File: config.mk
export PLATFORM = sky130hd
export DESIGN_NAME = decade_split_counter
export DESIGN_NICKNAME = d
export VERILOG_FILES = /design/src/rtl/dsc_pkg.sv /design/src/rtl/dsc_ctrl.sv /design/src/rtl/dsc_datapath.sv /design/src/rtl/decade_split_counter.sv
export SDC_FILE = /design/constraint.sdc
export NUM_CORES = 1
export LEC_CHECK = 0
export ABC_AREA = 1
export BUFFER_PORTS_ARGS = -buffer_cell sky130_fd_sc_hd__buf_2
export CAP_MARGIN = 40
export CORE_MARGIN = 2
export CORE_UTILIZATION = 35
export DETAILED_ROUTE_END_ITERATION = 16
export GPL_ROUTABILITY_DRIVEN = 0
export PLACE_DENSITY = 0.63
export SYNTH_ARGS = -nofsm -noshare
export SYNTH_HDL_FRONTEND = slang
export SYNTH_SLANG_ARGS = --single-unit
File: constraint.sdc
create_clock -name clk -period 1.34 [get_ports clk]
set_clock_uncertainty 0.2 [all_clocks]
set_input_delay 0.201 -clock clk [delete_from_list [all_inputs] [get_ports clk]]
set_output_delay 0.201 -clock clk [all_outputs]
set_load 0.02 [all_outputs]
File: src/rtl/dsc_pkg.sv
package dsc_pkg;

  localparam int STATE_W = 4;
  localparam int FIVE_W  = 3;

  typedef struct packed {
    logic stepTwo;   // toggle bit 0
    logic stepFive;  // advance bits 3..1
    logic load;      // copy parallel data
  } dscStrobe_t;

  function automatic logic [FIVE_W-1:0] nextFive(input logic [FIVE_W-1:0] cur);
    logic [FIVE_W-1:0] nxt;
    case (cur)
      3'd0:    nxt = 3'd1;
      3'd1:    nxt = 3'd2;
      3'd2:    nxt = 3'd3;
      3'd3:    nxt = 3'd4;
      3'd4:    nxt = 3'd0;
      3'd5:    nxt = 3'd2;
      3'd6:    nxt = 3'd2;
      default: nxt = 3'd0;
    endcase
    return nxt;
  endfunction

endpackage

File: src/rtl/dsc_ctrl.sv
module dsc_ctrl
  import dsc_pkg::*;
#(
  parameter int SYNC_STAGES = 2,
  parameter int NUM_INPUTS  = 2
) (
  input  logic       clk,
  input  logic       mrN,
  input  logic       plN,
  input  logic       cp0,
  input  logic       cp1,
  input  logic       chainEn,
  input  logic       chainSel,
  input  logic       curQ0,
  input  logic       curQ3,
  output dscStrobe_t strobe
);

  localparam int MSB = SYNC_STAGES - 1;

  logic [NUM_INPUTS-1:0] cpIn;
  logic [NUM_INPUTS-1:0] fellEdge;

  assign cpIn = {cp1, cp0};

  // One synchronizer and one falling-edge detector for each count input.
  for (genvar gi = 0; gi < NUM_INPUTS; gi++) begin : g_edge
    logic [SYNC_STAGES-1:0] syncR;
    logic                   prevR;

    always_ff @(posedge clk or negedge mrN) begin
      if (!mrN) begin
        syncR <= '0;
        prevR <= 1'b0;
      end else begin
        syncR <= {syncR[MSB-1:0], cpIn[gi]};
        prevR <= syncR[MSB];
      end
    end

    assign fellEdge[gi] = prevR & ~syncR[MSB];
  end

  logic rawTwo;
  logic rawFive;

  // Internal chaining: the feeding bit's 1-to-0 change acts as a ripple
  // in the same cycle.
  always_comb begin
    rawTwo  = 1'b0;
    rawFive = 1'b0;
    if (!chainEn) begin
      rawTwo  = fellEdge[0];
      rawFive = fellEdge[1];
    end else if (!chainSel) begin
      rawTwo  = fellEdge[0];
      rawFive = fellEdge[0] & curQ0;
    end else begin
      rawFive = fellEdge[1];
      rawTwo  = fellEdge[1] & curQ3;
    end
  end

  always_comb begin
    strobe.load     = ~plN;
    strobe.stepTwo  = rawTwo & plN;
    strobe.stepFive = rawFive & plN;
  end

endmodule

File: src/rtl/dsc_datapath.sv
module dsc_datapath
  import dsc_pkg::*;
(
  input  logic               clk,
  input  logic               mrN,
  input  dscStrobe_t         strobe,
  input  logic [STATE_W-1:0] pData,
  output logic [STATE_W-1:0] stateQ
);

  logic                twoR;
  logic [FIVE_W-1:0]   fiveR;

  always_ff @(posedge clk or negedge mrN) begin
    if (!mrN) begin
      twoR <= 1'b0;
    end else if (strobe.load) begin
      twoR <= pData[0];
    end else if (strobe.stepTwo) begin
      twoR <= ~twoR;
    end
  end

  always_ff @(posedge clk or negedge mrN) begin
    if (!mrN) begin
      fiveR <= '0;
    end else if (strobe.load) begin
      fiveR <= pData[STATE_W-1:1];
    end else if (strobe.stepFive) begin
      fiveR <= nextFive(fiveR);
    end
  end

  assign stateQ = {fiveR, twoR};

endmodule

File: src/rtl/decade_split_counter.sv
module decade_split_counter
  import dsc_pkg::*;
#(
  parameter int SYNC_STAGES = 2
) (
  input  logic       clk,
  input  logic       mrN,
  input  logic       plN,
  input  logic       cp0,
  input  logic       cp1,
  input  logic       chainEn,
  input  logic       chainSel,
  input  logic [3:0] pData,
  output logic [3:0] q
);

  dscStrobe_t         strobe;
  logic [STATE_W-1:0] stateQ;

  dsc_ctrl #(.SYNC_STAGES(SYNC_STAGES), .NUM_INPUTS(2)) u_ctrl (
    .clk      (clk),
    .mrN      (mrN),
    .plN      (plN),
    .cp0      (cp0),
    .cp1      (cp1),
    .chainEn  (chainEn),
    .chainSel (chainSel),
    .curQ0    (stateQ[0]),
    .curQ3    (stateQ[STATE_W-1]),
    .strobe   (strobe)
  );

  dsc_datapath u_dp (
    .clk    (clk),
    .mrN    (mrN),
    .strobe (strobe),
    .pData  (pData),
    .stateQ (stateQ)
  );

  // Clear and load act on the output immediately.
  always_comb begin
    if (!mrN)      q = '0;
    else if (!plN) q = pData;
    else           q = stateQ;
  end

endmodule

==> impl_metrics.json <==
{
  "length_in_cells_of_the_worst_reg_to_reg_path": 6,
  "num-nets-final": 105,
  "cpPeakStageDelay_ns": 0.36,
  "final_cells": 108,
  "drt-pass1-iter-count": 4,
  "initial_utilization_pct": 38.1,
  "dp_hpwl_um": 728,
  "cp.required_ns": 0.94,
  "antenna_cells_inserted": 0,
  "smallest_setup_slack_after_layout_ns": -0.0229,
  "number_of_global_route_vias_before_repair": 468,
  "track_usage_pct": 14.8,
  "cellInternalPower_mw": 0.607,
  "grt_setup_unrepaired": "yes",
  "critPathKind": "flop to primary output",
  "violations": "negative setup slack",
  "ctsLongestPathBuffers": 2,
  "period_minus_slack_ns": 1.36,
  "leakage_nw": 0.411,
  "timing.final.max_slew_violations": 0,
  "worst-r2r-setup-slack_ns": 0.08,
  "grt_overflow_total": 0,
  "final-setup-viol-count": 4,
  "n_fill_cell": 127,
  "grt_first_pass_wirelength_mm": 1.86,
  "crit_arrival_ns": 0.96,
  "critical_path.max_fanout": 2,
  "floorplan.die.width_um": 42.1,
  "clock_latency_ns": 0.26,
  "hold-path-endpoint": "u_dp.fiveR[2]",
  "vias": 511,
  "post-route-util_pct": 56.2,
  "drc": 0,
  "synth_area_leader_cell": "dfrtp_1",
  "hold_class": "input pin to flop",
  "cts.reportedPaths.clkPinSlew_ns": 0.07,
  "tritoncts_num_sinks": 10,
  "worst_setup_path_start_kind": "flop",
  "run_status": "finished with violations",
  "wl_per_cell_um": 10.4,
  "min-delay-start": "pData[3]",
  "cts_inserted_buffers": 3,
  "clock-root-buffer": "clkbuf_4",
  "syn-instance-count": 64,
  "synthesis.area_per_instance_um2": 7.94,
  "total_power_mw": 0.835,
  "fp-row-count": 13,
  "port_buffers": 14,
  "route.final.wire_length_mm": 1.12,
  "comb_power_share_pct": 26.7,
  "cts_tree": "built",
  "io-pin-count": 15,
  "areaGrowthSynthToFinish_pct": 47.5,
  "dieArea_um2": 1770,
  "worst_pin_slew_ns": 0.217,
  "netSwitchingFraction_pct": 27.3,
  "final_cell_area_um2": 749,
  "max_clock_freq_mhz": 734,
  "floorplan.die.height_um": 42.1,
  "detailed_place.area_um2": 601,
  "worst_r2r_src": "u_dp.twoR",
  "max-vdd-ir-drop_v": 0.000767,
  "synth.ff_latch_count": 10,
  "ys_top_cells_by_area": "dfrtp_1 49%, nand2_1 18%, nand3_1 6.9%, inv_1 5.2%, a21oi_1 3.9%",
  "synthDominantCellAreaShare_pct": 49.3,
  "synth_area_um2": 508,
  "grt_antenna_before_repair": 0,
  "dr.first_iter.drc_count": 15,
  "final_hold_slack_ns": 0.0632,
  "critical-path-slowest-cell": "dfrtp_1",
  "drive_gt1_share_pct": 41.9,
  "placeableCoreArea_um2": 1330,
  "worstReg2RegEnd": "u_dp.fiveR[0]",
  "yosysWarnings": 0,
  "numPlacedInstances": 94,
  "synth_net_count": 75,
  "hold_path_depth": 5,
  "htreeDepth": 1,
  "worstPathCellList": "nand2_1 -> a21oi_2 -> buf_6",
  "critPathCaptureType": "primary output",
  "fin_crit_sh_pct": 102,
  "power.density_cell_area_nw_per_um2": 1110,
  "drt-vias-per-instance": 4.73,
  "timing.max_slew.rel_slack_pct": 85.5,
  "ys_types": 13,
  "p_switching_mw": 0.228,
  "clock_power_share_pct": 32.0,
  "final_antenna_net_count": 0,
  "hold_violation_total_from_the_final_report": 0,
  "p_seq_share_pct": 41.4,
  "maxCapViolations": 0,
  "grt_max_degree": 11,
  "yosysSeqAreaShare_pct": 49.3
}
[cell usage after synthesis (all sizes together)]
cell type / count
o21ai: 2
nor2: 3
inv: 8
nand2: 28
nand3: 7
a21oi: 5
dfrtp: 10
buf: 1
[worst max-delay path by stage]
stage / start / to / cells after the start
after floorplan: u_dp.fiveR[2] / q[3] / 2
after global placement: plN / q[1] / 5
after detailed placement: plN / q[3] / 5
after CTS: u_dp.twoR / q[0] / 3
after global routing: u_dp.twoR / q[0] / 3
final: u_dp.twoR / q[0] / 3
[metrics by stage]
stage	worst slack [ns]	TNS [ns]
floorplan	0.122	0
global placement	0.115	0
detailed placement	0.100	0
CTS	-0.0382	-0.113
global route	-0.116	-0.368
finish	-0.0229	-0.0581
[cell families after synthesis]
family | share of synthesized area [%]
DFF | 49.3
AOI/OAI and AO/OA | 9.85
and+or+nand+nor | 31.8
buffers and inverters | 9.11
[power groups by stage]
stage          registers (mW)  logic [mW]  clock network, mW
2_1_floorplan           0.354      0.0952                  0
3_3_place_gp            0.356       0.144                  0
3_5_place_dp            0.356       0.145                  0
4_1_cts                 0.344       0.196              0.279
5_1_grt                 0.349       0.246              0.301
6_report                0.346       0.223              0.267
[timing repair]
action                                  CTS  global route
hold buffers                              3             0
cloned                                    0             0
hold endpoints to repair                 12             0
resized for setup                         4             6
pin swaps                                 4             0
endpoints found under the setup margin    4             4
buffers inserted                          5             2
[sequential cells by signal, summed over array words and instances (netlist names)]
signal / count
u_ctrl.g_edge.prevR: 2
u_dp.twoR: 1
u_ctrl.g_edge.syncR: 4
u_dp.fiveR: 3
[final cells by class]
cell class                      instances  area, µm²  area share [%]
Clock buffer                            4       36.3            4.84
Inverter                                8       35.0            4.67
Multi-Input combinational cell         45        228            30.4
Sequential cell                        10        250            33.4
Tap cell                               15       18.8            2.50
Timing Repair Buffer                   26        181            24.2
[layout by cell type, fill, tap and decap left out, drive strengths merged]
master       netlist  routed
dfrtp             10      10
buf                1      23
inv                8       8
a21oi              5       5
nand2             28      28
nor2               3       3
clkbuf             0       4
nand3              7       7
dlygate4sd3        0       3
o21ai              2       2
[critical path, delay by kind of cell, from the launching register on]
kind,cells,cell delay [ns]
flops,1,0.36
compound gates,1,0.14
buf+inv,1,0.13
simple gates,1,0.07
[layer usage]
| layer | track usage (%) | part of all wire [%] | vias up |
|---|---|---|---|
| met2 | 22.2 | 51 | 21 |
| li1 | - | - | 257 |
| met5 | 0 | 0 | - |
| met3 | 8.62 | 7.7 | 2 |
| met4 | 10.0 | 0.89 | 0 |
| met1 | 15.6 | 41 | 231 |
(Power assumes the default switching activity.)
